$ cat config.mk
export PLATFORM = sky130hd
export DESIGN_NAME = wide_reg_collector
export DESIGN_NICKNAME = d
export VERILOG_FILES = /design/src/rtl/wcol_pkg.sv /design/src/rtl/wcol_decode.sv /design/src/rtl/wcol_collector.sv /design/src/rtl/wide_reg_collector.sv
export SDC_FILE = /design/constraint.sdc
export NUM_CORES = 1
export LEC_CHECK = 0
export ABC_AREA = 1
export BUFFER_PORTS_ARGS = -buffer_cell sky130_fd_sc_hd__buf_2
export CORE_ASPECT_RATIO = 1.2
export CORE_MARGIN = 3
export CORE_UTILIZATION = 35
export CTS_BUF_LIST = sky130_fd_sc_hd__clkbuf_8 sky130_fd_sc_hd__clkbuf_16
export DETAILED_ROUTE_END_ITERATION = 10
export PLACE_DENSITY = 0.57
export SKIP_CTS_REPAIR_TIMING = 1
export SLEW_MARGIN = 20
export SYNTH_ARGS = -nofsm -noshare
export SYNTH_HDL_FRONTEND = slang
export SYNTH_HIERARCHICAL = 1
export SYNTH_SLANG_ARGS = --single-unit
$ cat constraint.sdc
create_clock -name clk -period 4.08 [get_ports clk]
set_input_delay 0.408 -clock clk [delete_from_list [all_inputs] [get_ports clk]]
set_output_delay 0.408 -clock clk [all_outputs]
set_load 0.01 [all_outputs]
$ cat src/rtl/wcol_pkg.sv
// Shared types for the wide register write collector.
package wcol_pkg;

    // Size code carried with every commit
    typedef enum logic [1:0] {
        SZ_DWORD = 2'd0,
        SZ_QWORD = 2'd1,
        SZ_OWORD = 2'd2
    } commit_size_e;

    // Class of a host write after address decoding
    typedef enum logic [2:0] {
        CLS_OWORD = 3'd0,
        CLS_QWORD = 3'd1,
        CLS_PTR   = 3'd2,
        CLS_PLAIN = 3'd3,
        CLS_TIMER = 3'd4
    } wr_class_e;

endpackage

$ cat src/rtl/wcol_decode.sv
// Address decoder: splits a host byte address into page and in-page offset,
// classifies the offset and returns the aligned register base and dword lane.
// Assumes the pointer offsets are 16-byte aligned and PAGE_SHIFT <= 16.
module wcol_decode
    import wcol_pkg::*;
#(
    parameter int ADDR_W       = 20,
    parameter int PAGE_SHIFT   = 13,
    parameter int OWORD_LIMIT  = 'h400,
    parameter int QWORD_BASE   = 'h1000,
    parameter int TIMER_OFS    = 'h410,
    parameter int NUM_PTR      = 2,
    parameter logic [NUM_PTR*16-1:0] PTR_OFS_LIST = {16'h0A00, 16'h0800}
) (
    input  logic [ADDR_W-1:0] addr,
    output wr_class_e         cls,
    output logic              page_zero,
    output logic [ADDR_W-1:0] base,
    output logic [1:0]        lane
);
    localparam int PAGE_W = ADDR_W - PAGE_SHIFT;
    localparam logic [PAGE_SHIFT-1:0] OW_LIM = OWORD_LIMIT[PAGE_SHIFT-1:0];
    localparam logic [PAGE_SHIFT-1:0] QW_BASE = QWORD_BASE[PAGE_SHIFT-1:0];
    localparam logic [PAGE_SHIFT-3:0] TMR_DW = TIMER_OFS[PAGE_SHIFT-1:2];

    logic [PAGE_SHIFT-1:0] offset;
    logic [NUM_PTR-1:0]    ptr_hit;

    assign offset    = addr[PAGE_SHIFT-1:0];
    assign page_zero = (addr[ADDR_W-1:PAGE_SHIFT] == PAGE_W'(0));

    // One comparator per pointer register on the 16-byte granule
    for (genvar p = 0; p < NUM_PTR; p++) begin : g_ptr
        assign ptr_hit[p] =
            (offset[PAGE_SHIFT-1:4] == PTR_OFS_LIST[p*16 +: PAGE_SHIFT] >> 4);
    end

    // Classify the offset: pointer, timer, memory word, wide, plain
    always_comb begin
        if (|ptr_hit)                          cls = CLS_PTR;
        else if (offset[PAGE_SHIFT-1:2] == TMR_DW) cls = CLS_TIMER;
        else if (offset >= QW_BASE)            cls = CLS_QWORD;
        else if (offset < OW_LIM)              cls = CLS_OWORD;
        else                                   cls = CLS_PLAIN;
    end

    // Align the base address and pick the dword lane for the class
    always_comb begin
        case (cls)
            CLS_QWORD: begin
                base = {addr[ADDR_W-1:3], 3'b000};
                lane = {1'b0, addr[2]};
            end
            CLS_OWORD, CLS_PTR: begin
                base = {addr[ADDR_W-1:4], 4'b0000};
                lane = addr[3:2];
            end
            default: begin
                base = {addr[ADDR_W-1:2], 2'b00};
                lane = 2'b00;
            end
        endcase
    end

endmodule

$ cat src/rtl/wcol_collector.sv
// Collector state and merge logic: holds the base, width and valid-dword mask
// of one partially written register and decides, for each decoded write,
// whether to merge, commit, drop or clear. Assumes one write per cycle.
module wcol_collector
    import wcol_pkg::*;
#(
    parameter int ADDR_W = 20,
    parameter int LANES  = 4
) (
    input  logic              clk,
    input  logic              rst_n,
    input  logic              wr_en,
    input  wr_class_e         cls,
    input  logic              page_zero,
    input  logic [ADDR_W-1:0] base,
    input  logic [1:0]        lane,
    input  logic [31:0]       wr_data,
    output logic              fire,
    output commit_size_e      fire_size,
    output logic [ADDR_W-1:0] fire_addr,
    output logic [LANES*32-1:0] fire_data,
    output logic [LANES-1:0]  hold_mask,
    output logic              hold_match
);
    localparam int DATA_W = LANES * 32;
    localparam logic [LANES-1:0] FULL_O = {LANES{1'b1}};
    localparam logic [LANES-1:0] FULL_Q = LANES'(2'b11);

    logic [ADDR_W-1:0] c_base, n_base;
    logic              c_qword, n_qword;
    logic [LANES-1:0]  c_mask, n_mask;
    logic [DATA_W-1:0] c_data, n_data;

    logic              is_q;
    logic [LANES-1:0]  merged_mask;
    logic [DATA_W-1:0] seed, merged_data;
    logic              holding_other;

    assign is_q          = (cls == CLS_QWORD);
    assign hold_match    = (c_mask != '0) && (c_base == base) && (c_qword == is_q);
    assign holding_other = (c_mask != '0) && !hold_match;
    assign seed          = hold_match ? c_data : '0;
    assign merged_mask   = (hold_match ? c_mask : '0) | (LANES'(1) << lane);
    assign hold_mask     = c_mask;

    // Insert the incoming dword into its lane of the held value
    for (genvar i = 0; i < LANES; i++) begin : g_merge
        assign merged_data[i*32 +: 32] = (lane == 2'(i)) ? wr_data : seed[i*32 +: 32];
    end

    // Next-state and commit decision for the decoded write
    always_comb begin
        n_base    = c_base;
        n_qword   = c_qword;
        n_mask    = c_mask;
        n_data    = c_data;
        fire      = 1'b0;
        fire_size = SZ_OWORD;
        fire_addr = base;
        fire_data = merged_data;
        if (wr_en) begin
            case (cls)
                CLS_OWORD, CLS_QWORD: begin
                    if (merged_mask == (is_q ? FULL_Q : FULL_O)) begin
                        fire      = 1'b1;
                        fire_size = is_q ? SZ_QWORD : SZ_OWORD;
                        n_mask    = '0;
                        n_data    = '0;
                        n_base    = '0;
                        n_qword   = 1'b0;
                    end else begin
                        n_base  = base;
                        n_qword = is_q;
                        n_mask  = merged_mask;
                        n_data  = merged_data;
                    end
                end
                CLS_PTR: begin
                    if (lane == 2'd3) begin
                        fire      = 1'b1;
                        fire_data = (merged_mask == FULL_O) ? merged_data
                                  : {wr_data, {(DATA_W-32){1'b0}}};
                        n_mask    = '0;
                        n_data    = '0;
                        n_base    = '0;
                        n_qword   = 1'b0;
                    end else if (!holding_other) begin
                        n_base  = base;
                        n_qword = 1'b0;
                        n_mask  = merged_mask;
                        n_data  = merged_data;
                    end
                end
                default: begin
                    fire      = 1'b1;
                    fire_size = SZ_DWORD;
                    fire_data = {{(DATA_W-32){1'b0}}, wr_data};
                    if (cls == CLS_TIMER && page_zero) begin
                        n_mask  = '0;
                        n_data  = '0;
                        n_base  = '0;
                        n_qword = 1'b0;
                    end
                end
            endcase
        end
    end

    // Collector registers
    always_ff @(posedge clk) begin
        if (!rst_n) begin
            c_base  <= '0;
            c_qword <= 1'b0;
            c_mask  <= '0;
            c_data  <= '0;
        end else begin
            c_base  <= n_base;
            c_qword <= n_qword;
            c_mask  <= n_mask;
            c_data  <= n_data;
        end
    end

endmodule

$ cat src/rtl/wide_reg_collector.sv
// Top level: decodes each host dword write, runs it through the collector
// and registers the resulting commit as a single-cycle pulse.
// Assumes at most one host dword write per clock.
module wide_reg_collector
    import wcol_pkg::*;
#(
    parameter int ADDR_W     = 20,
    parameter int PAGE_SHIFT = 13
) (
    input  logic              clk,
    input  logic              rst_n,
    input  logic              wr_en,
    input  logic [ADDR_W-1:0] wr_addr,
    input  logic [31:0]       wr_data,
    output logic              commit_valid,
    output logic [ADDR_W-1:0] commit_addr,
    output logic [1:0]        commit_size,
    output logic [127:0]      commit_data
);
    localparam int LANES = 4;

    wr_class_e         dec_cls;
    logic              dec_page_zero;
    logic [ADDR_W-1:0] dec_base;
    logic [1:0]        dec_lane;
    logic              fire;
    commit_size_e      fire_size;
    logic [ADDR_W-1:0] fire_addr;
    logic [127:0]      fire_data;
    logic [LANES-1:0]  hold_mask;
    logic              hold_match;

    wcol_decode #(
        .ADDR_W     (ADDR_W),
        .PAGE_SHIFT (PAGE_SHIFT)
    ) u_decode (
        .addr      (wr_addr),
        .cls       (dec_cls),
        .page_zero (dec_page_zero),
        .base      (dec_base),
        .lane      (dec_lane)
    );

    wcol_collector #(
        .ADDR_W (ADDR_W),
        .LANES  (LANES)
    ) u_coll (
        .clk        (clk),
        .rst_n      (rst_n),
        .wr_en      (wr_en),
        .cls        (dec_cls),
        .page_zero  (dec_page_zero),
        .base       (dec_base),
        .lane       (dec_lane),
        .wr_data    (wr_data),
        .fire       (fire),
        .fire_size  (fire_size),
        .fire_addr  (fire_addr),
        .fire_data  (fire_data),
        .hold_mask  (hold_mask),
        .hold_match (hold_match)
    );

    // Commit output register: one-cycle pulse with address, size and value
    always_ff @(posedge clk) begin
        if (!rst_n) begin
            commit_valid <= 1'b0;
            commit_addr  <= '0;
            commit_size  <= 2'd0;
            commit_data  <= '0;
        end else begin
            commit_valid <= fire;
            commit_addr  <= fire ? fire_addr : commit_addr;
            commit_size  <= fire ? fire_size : commit_size;
            commit_data  <= fire ? fire_data : commit_data;
        end
    end

endmodule

======== Word level (Yosys, flattened, before mapping) ========
Cells that the tools add are included.
word-level totals
  output and inout port bits .............. 151
  flip-flop bits (word level) ............. 304
  bits of input ports ..................... 55
  word-level logic and storage cells ...... 85
operators by class
  equality and inequality tests ........... 14
  reduce and logical (&&, ||, !) cells .... 14
  shift operators ......................... 1
  muxes and demuxes ....................... 45
  magnitude comparators ................... 2
  bitwise operators ....................... 1
operator list
  kind                                                                             count
  128-bit 2-to-1 mux                                                               8
  128-bit case mux with 2 select lines                                             2
  32-bit 2-to-1 mux                                                                4
  20-bit 2-to-1 mux                                                                4
  20-bit case mux with 2 select lines                                              1
  4-bit 2-to-1 mux                                                                 6
  20-bit equality test                                                             1
  9-bit by 8-bit equality test with 1-bit output (second input constant)           2
  4-bit case mux with 2 select lines                                               2
  13-bit greater-or-equal comparator (second input constant)                       1
  13-bit by 11-bit less-than comparator with 1-bit output (second input constant)  1
  11-bit by 9-bit equality test with 1-bit output (second input constant)          1
  3-bit 2-to-1 mux                                                                 3
  2-bit 2-to-1 mux                                                                 4
  2-bit case mux with 2 select lines                                               2
  7-bit zero test                                                                  1
  1-bit 2-to-1 mux                                                                 7
  2-bit OR reduction                                                               3
  2-bit equality test (second input constant)                                      2
  4-bit equality test                                                              1
  4-bit equality test (second input constant)                                      1
  1-bit logical AND                                                                4
  4-bit bitwise OR                                                                 1
  1-bit case mux with 2 select lines                                               2
  13 further kinds                                                                 13

======== Longest topological paths before layout ========
Gate-level depths: netlist of run 1.
  word-level depth ........................ 18
  mapped depth ............................ 27
  mapped depth without buffers ............ 26

======== Modules after synthesis ========
Netlist of run 1, hierarchy kept.
modules (own cells, without submodules)
  module              times used  area each (µm²)  seq. area each (µm²)  cells each
  wcol_collector      1           9579.2           3062.9                1534
  wide_reg_collector  1           6144.6           3022.9                953
  wcol_decode         1           361.6            0.0                   65

======== Worst setup path after synthesis of run 1 ========
Ideal clock, no wire load.
  kind .................................... input to register
  from .................................... in wr_addr[6]
  to ...................................... reg commit_data[127]
  buffers on the path ..................... 3
  required time ........................... 3.967 ns
  data arrival time ....................... 2.910 ns
  cell stages on the path ................. 24
  setup slack ............................. 1.057 ns
  library setup time ...................... 0.113 ns
  path through ............................ clkinv_1 > nand2_4 > nor2_2 > nand2_4 > nand2_1 > nor2_1 > nand2_1 > nand2_1 > nand2_1 > inv_1 > nand3_2 > nor2_4 > nand2_2 > o21ai_1 > nand2_1 > inv_2 > nand3_2 > buf_1 > a21oi_1 > buf_2 > buf_4 > nand2_1 > nand2_1 > nor2_1
between the ends
  elaborated cells on any way between the ends .. 38
  those cells by class .................... order compare (2); eq/ne (10); shift (1); mux (18); bitwise (1); reduce/logical (6)
RTL lines
  item                                                                                      line                                     source
  start: declaration                                                                        wide_reg_collector.sv:13                 input logic [ADDR_W-1:0] wr_addr,
  13-bit by 11-bit less-than comparator with 1-bit output                                   wcol_decode.sv:43                        else if (offset < OW_LIM) cls = CLS_OWORD;
  2-bit 2-to-1 mux                                                                          wcol_decode.sv:43
  3-bit 2-to-1 mux                                                                          wcol_decode.sv:42                        else if (offset >= QW_BASE) cls = CLS_QWORD;
  3-bit 2-to-1 mux                                                                          wcol_decode.sv:41                        else if (offset[PAGE_SHIFT-1:2] == TMR_DW) cls = CLS_TIMER;
  3-bit 2-to-1 mux (*)                                                                      wcol_decode.sv:40                        if (|ptr_hit) cls = CLS_PTR;
  via dec_cls[0]                                                                            wide_reg_collector.sv:22                 wr_class_e dec_cls;
  3-bit by 2-bit equality test with 1-bit output / 3-bit zero test (equally long branches)  wcol_decode.sv:49, wcol_collector.sv:62
  2-bit OR reduction                                                                        wcol_decode.sv:49                        case (cls)
  [2 not listed]                                                                            n/a
  1-bit logical AND (2 in a row)                                                            wcol_collector.sv:40                     assign hold_match = (c_mask != '0) && (c_base == base) && (c_qword == is_q);
  4-bit 2-to-1 mux                                                                          wcol_collector.sv:43                     assign merged_mask = (hold_match ? c_mask : '0) | (LANES'(1) << lane);
  4-bit bitwise OR                                                                          wcol_collector.sv:43
  4-bit equality test                                                                       wcol_collector.sv:64                     if (merged_mask == (is_q ? FULL_Q : FULL_O)) begin
  1-bit 2-to-1 mux                                                                          wcol_collector.sv:64
  1-bit case mux with 2 select lines (*)                                                    wcol_collector.sv:62                     case (cls)
  1-bit 2-to-1 mux (*)                                                                      wcol_collector.sv:61                     if (wr_en) begin
  via fire                                                                                  wide_reg_collector.sv:26                 logic fire;
  end signal: assignment                                                                    wide_reg_collector.sv:75                 commit_data <= fire ? fire_data : commit_data;
  end: declaration                                                                          wide_reg_collector.sv:18                 output logic [127:0] commit_data
The timed path passes the listed nets; every way through them passes the cells marked *.
A chain may end at the register's enable or synchronous reset.

======== Worst setup path after layout of run 1 ========
  from .................................... in wr_addr[11]
  to ...................................... reg commit_data[31]
The elaborated chain is that of the path after synthesis.

==> results of run 1 <==
-- per-layer routing --
layer / routed length, um / track usage [%]
met3: 2591 / 3.804
met4: 1133 / 6.007
met5: 31 / 0
met1: 22790 / 26.05
met2: 22790 / 33.36
-- metrics by stage --
step	power (uW)	cell area (sq um)	util (%)
2_1_floorplan	4252	16080	-
3_3_place_gp	4588	17090	37.89
3_5_place_dp	4616	17090	37.89
4_1_cts	7994	18300	40.58
5_1_grt	8279	18300	40.59
6_report	7862	18300	40.59
-- power breakdown --
| part | internal (uW) | total [uW] | switching (uW) |
|---|---|---|---|
| combinational | 428 | 1240 | 808 |
| clock | 1990 | 3320 | 1330 |
| sequential | 3190 | 3310 | 114 |
| total | 5610 | 7860 | 2250 |
-- flip-flops by register name, indices dropped and copies added, names as in the netlist --
register          cells
commit_data         128
u_coll/hold_mask      4
commit_valid          1
commit_size           2
u_coll/c_data       128
u_coll/c_qword        1
commit_addr          20
u_coll/c_base        20
-- worst register-to-register path, cell delays in order (launching register included) --
cell	delay, ns
dfxtp_1	0.37
inv_1	0.07
nand2_1	0.05
nand2_1	0.05
nor2_1	0.10
nand3_1	0.13
nor2_1	0.30
nand3_1	0.17
nand2_1	0.19
nand3_1	0.09
nand2_1	0.16
nand3_4	0.12
a21oi_4	0.21
buf_12	0.30
buf_12	0.30
nand2_1	0.09
nand2_1	0.06
nor2_1	0.04
-- path summary, 6_finish.rpt --
kind | start | endpoint
setup / recovery | wr_addr[11] | commit_data[31]$_SDFFE_PN0P_
hold / removal | wr_addr[15] | u_coll/c_base[15]$_SDFFE_PN0P_
setup reg to reg | u_coll/c_base[6]$_SDFFE_PN0P_ | commit_data[31]$_SDFFE_PN0P_
hold reg to reg | commit_data[92]$_SDFFE_PN0P_ | commit_data[92]$_SDFFE_PN0P_
-- final cells by class --
type | count | share of cell area, %
Tap cell | 609 | 4.163
Clock buffer | 47 | 5.934
Inverter | 368 | 7.588
Clock inverter | 17 | 0.6905
Antenna cell | 1 | 0.01367
Timing Repair Buffer | 234 | 8.039
Sequential cell | 304 | 33.25
Multi-Input combinational cell | 1652 | 40.32
==> results.toml, run 1 <==
[grt]
grt.overflow.total = 0
grt_max_degree = 151
grt_pass1_wl_um = 79400
antenna_found_initial = 4
grt_pass1_vias = 15022
grt_usage_pct = 19.85

[routing]
wirelength_um = 49330
drtPass1Iterations = 5
via_count = 15823
vias_per_cell = 4.896
drc = 0
drtIter0Drc = 987
wl_per_cell_um = 15.26
ant_nets = 0

[sta]
fin_tns_setup_ns = 0
hold_slack_ns = 0.1747
hold_violations = 0
setup_viol = 0
worst_slew_pin_slew_ns = 0.9326
finalMaxSlewViolations = 0
slew_headroom_pct = 37.83
timing.final.crit_share_pct = 78.94
fmax_mhz = 310.5
post-route-min-period_ns = 3.221
rsz0062_at_grt = "no"
fin_skew_ns = 0.01355
timing.final.ws_setup_ns = 0.8593

[cts]
cts_sinks = 304
cts_root_buf = "clkbuf_16"
htreeDepth = 2
cts.clk_slew.worst_paths_ns = 0.06
tritoncts = "done"
clock_latency_ns = 0.55
clockBufferDepth = 3
numCtsBuffers = 37

[min_path]
hold_path_depth = 3
hold_path_class = "input pin to flop"

[floorplanning]
core_sq_mm = 0.04509
chipWidth_um = 201.7
die-area_sq_mm = 0.04856
ios = 206
die_h_um = 240.8
start_util_pct = 35.66
num_rows = 85

[pwr]
peakVddDrop_uv = 283.1
pwr_density_cell_mw_per_mm2 = 429.5
power.leakage_uw = 0.008020

[setup_path]
critPathTopFamily = "simple AND/OR/NAND/NOR gates"
cp_slowest_cell = "buf_12"
critPathKind = "input pin to flop"
cp.depth = 25
crit_top_cell = "nand2_1"
cp.required_ns = 4.52
end_kind = "flop"
startpoint_type = "input pin"
crit_buf_inv = 5
r2r.worst_path.cells = 17
slowest_delay_ns = 0.30
worstPathMaxFanout = 54
ff2ff_setup_slack_ns = 1.19
arrival_ns = 3.66

[cells_and_area]
n_fill_cell = 4997
areaGrowthSynthToFinish_pct = 13.83
final_common_cell = "nand2_1"
multi_input_area_sq_mm = 0.007380
final_cell_mix = "538 x nand2_1, 434 x nor2_1, 369 x inv_1, 304 x dfxtp_1, 202 x buf_2"
seqCellArea_sq_mm = 0.006086
drive_gt1_share_pct = 12.05
layout.nets = 2652
fin_cells = 3232

[yosys]
syn_avg_cell_area_sq_um = 6.303
syn_area_sq_mm = 0.01608
ys.warnings.count = 6
netlist_instances = 2551

[place]
placedCellCount = 3167
gp_congestion = 0.7804
post-place-ws_ns = 0.2823
io_buffers = 203
hpwlAfterDp_um = 30330

[flow_run]
drv_cap = 0

[outcome]
status = "finished clean"
No activity file was read; power rests on OpenSTA's default activity.
==> run 2, diff against run 1 <==
--- a/config.mk
+++ b/config.mk
@@ -12,7 +12,7 @@
 export CORE_UTILIZATION = 35
 export CTS_BUF_LIST = sky130_fd_sc_hd__clkbuf_8 sky130_fd_sc_hd__clkbuf_16
 export DETAILED_ROUTE_END_ITERATION = 10
-export PLACE_DENSITY = 0.57
+export PLACE_DENSITY = 0.59
 export SKIP_CTS_REPAIR_TIMING = 1
 export SLEW_MARGIN = 20
 export SYNTH_ARGS = -nofsm -noshare
==> constraint.sdc (replaced) <==
create_clock -name clk -period 2.7 [get_ports clk]
set_input_delay 0.27 -clock clk [delete_from_list [all_inputs] [get_ports clk]]
set_output_delay 0.27 -clock clk [all_outputs]
set_load 0.01 [all_outputs]
==> results.toml, run 2 (same netlist as run 1, synthesis figures left out) <==
[cts]
tritoncts = "done"
numCtsBuffers = 37
cts_sinks = 304
clock_latency_ns = 0.56
cts.clk_slew.worst_paths_ns = 0.06
clockBufferDepth = 3
cts_root_buf = "clkbuf_16"
htreeDepth = 2

[grt]
grt_pass1_wl_um = 80160
grt_pass1_vias = 15334
grt.overflow.total = 0
antenna_found_initial = 3
grt_usage_pct = 20.02
grt_max_degree = 96

[floorplanning]
start_util_pct = 35.66
chipWidth_um = 201.7
die_h_um = 240.8
num_rows = 85
ios = 206
core_sq_mm = 0.04509
die-area_sq_mm = 0.04856

[setup_path]
startpoint_type = "input pin"
worstPathMaxFanout = 7
cp.required_ns = 3.13
ff2ff_setup_slack_ns = 0.14
reg2reg_to = "commit_data[69]$_SDFFE_PN0P_"
critPathKind = "input pin to flop"
end_kind = "flop"
r2r-start = "u_coll/c_base[1]$_SDFFE_PN0P_"
r2r.worst_path.cells = 17
crit_start = "wr_addr[8]"
arrival_ns = 3.01

[routing]
drc = 0
wirelength_um = 52350
via_count = 16315
vias_per_cell = 4.860
ant_nets = 0
drtIter0Drc = 1188
drtPass1Iterations = 6
wl_per_cell_um = 15.59

[sta]
fmax_mhz = 388.8
finalMaxSlewViolations = 0
post-route-min-period_ns = 2.572
fin_skew_ns = 0.02252
slew_headroom_pct = 57.37
timing.final.crit_share_pct = 95.25
hold_violations = 0
setup_viol = 0
worst_slew_pin_slew_ns = 0.6395
hold_slack_ns = 0.03354

[pwr]
power.leakage_uw = 0.008876
power_uw = 12630
pwr_density_cell_mw_per_mm2 = 632.2
peakVddDrop_uv = 401.4

[cells_and_area]
drive_gt1_share_pct = 17.48
layout.nets = 2773
reg_top3 = "commit_data: 128 flops, u_coll/c_data: 128 flops"
areaGrowthSynthToFinish_pct = 24.19
n_fill_cell = 4744
final_cell_mix = "529 x nand2_1, 427 x nor2_1, 360 x inv_1, 298 x dfxtp_1, 201 x buf_2"
final_common_cell = "nand2_1"

[min_path]
hold_path_depth = 3
hold_path_class = "input pin to flop"
hold_start = "wr_addr[15]"
holdPathEnd = "u_coll/c_base[15]$_SDFFE_PN0P_"

[place]
gp_congestion = 0.8325
hpwlAfterDp_um = 33810
io_buffers = 203

[outcome]
status = "finished clean"

[flow_run]
drv_cap = 0
[run 2: worst max-delay path by stage]
stage	to	cells after the start
finish	commit_data[69]$_SDFFE_PN0P_	26
global route	commit_data[18]$_SDFFE_PN0P_	26
CTS	u_coll/c_data[50]$_SDFFE_PN0P_	24
detailed placement	u_coll/c_data[53]$_SDFFE_PN0P_	24
global placement	u_coll/c_data[22]$_SDFFE_PN0P_	23
floorplan	commit_data[127]$_SDFFE_PN0P_	25
[run 2: critical path, stage by stage]
cell	delay, ns
buf_2	0.11
inv_2	0.06
nand2_2	0.06
nor2_1	0.08
nand2_1	0.10
nor2_4	0.18
nor2_4	0.07
nor2_4	0.11
nand2_2	0.08
nand2_2	0.09
nand2_2	0.05
inv_2	0.04
nand3_2	0.07
nor2_4	0.17
nand2_4	0.10
o21ai_2	0.16
nand2_1	0.08
inv_2	0.11
nand3_4	0.09
a21oi_4	0.21
buf_6	0.17
clkbuf_16	0.21
clkbuf_16	0.16
nand2_1	0.05
nand2_1	0.06
nor2_1	0.04
[run 2: area by class of cell]
cell class | instances | area [sq um] | share of cell area, %
clock buffer | 46 | 1072 | 5.370
clock inverter | 21 | 261.5 | 1.310
inverter | 368 | 1391 | 6.967
multi-input combinational | 1652 | 7481 | 37.46
tap | 609 | 762.0 | 3.816
timing repair buffer | 355 | 2903 | 14.54
antenna | 2 | 5.005 | 0.02506
sequential | 304 | 6093 | 30.51
[run 2: stage by stage]
step / setup WS, ns / setup TNS, ns / utilization, % / cells / area, sq um
floorplan: 0.01299 / 0 / - / 2552 / 16160
global placement: -0.3741 / -87.54 / 39.96 / 3268 / 18020
CTS: 0.1220 / 0 / 42.92 / 3335 / 19350
finish: 0.1282 / 0 / 44.28 / 3357 / 19970
detailed placement: -0.4494 / -102.35 / 39.96 / 3268 / 18020
global route: -0.04747 / -1.901 / 44.28 / 3356 / 19970
[run 2: layer usage]
layer	global-route usage, %	up-vias	wire length [um]
met5	0	-	21
met4	7.382	4	1418
met3	3.170	83	2579
met2	33.74	427	24760
met1	26.11	7522	23570
li1	-	8279	-
[run 2: power by group]
| part | internal (uW) | total [uW] | leakage, uW | switching, uW |
|---|---|---|---|---|
| sequential | 4820 | 5010 | 0.00250 | 189 |
| clock | 3390 | 5470 | 0.000682 | 2070 |
| combinational | 851 | 2150 | 0.00569 | 1290 |
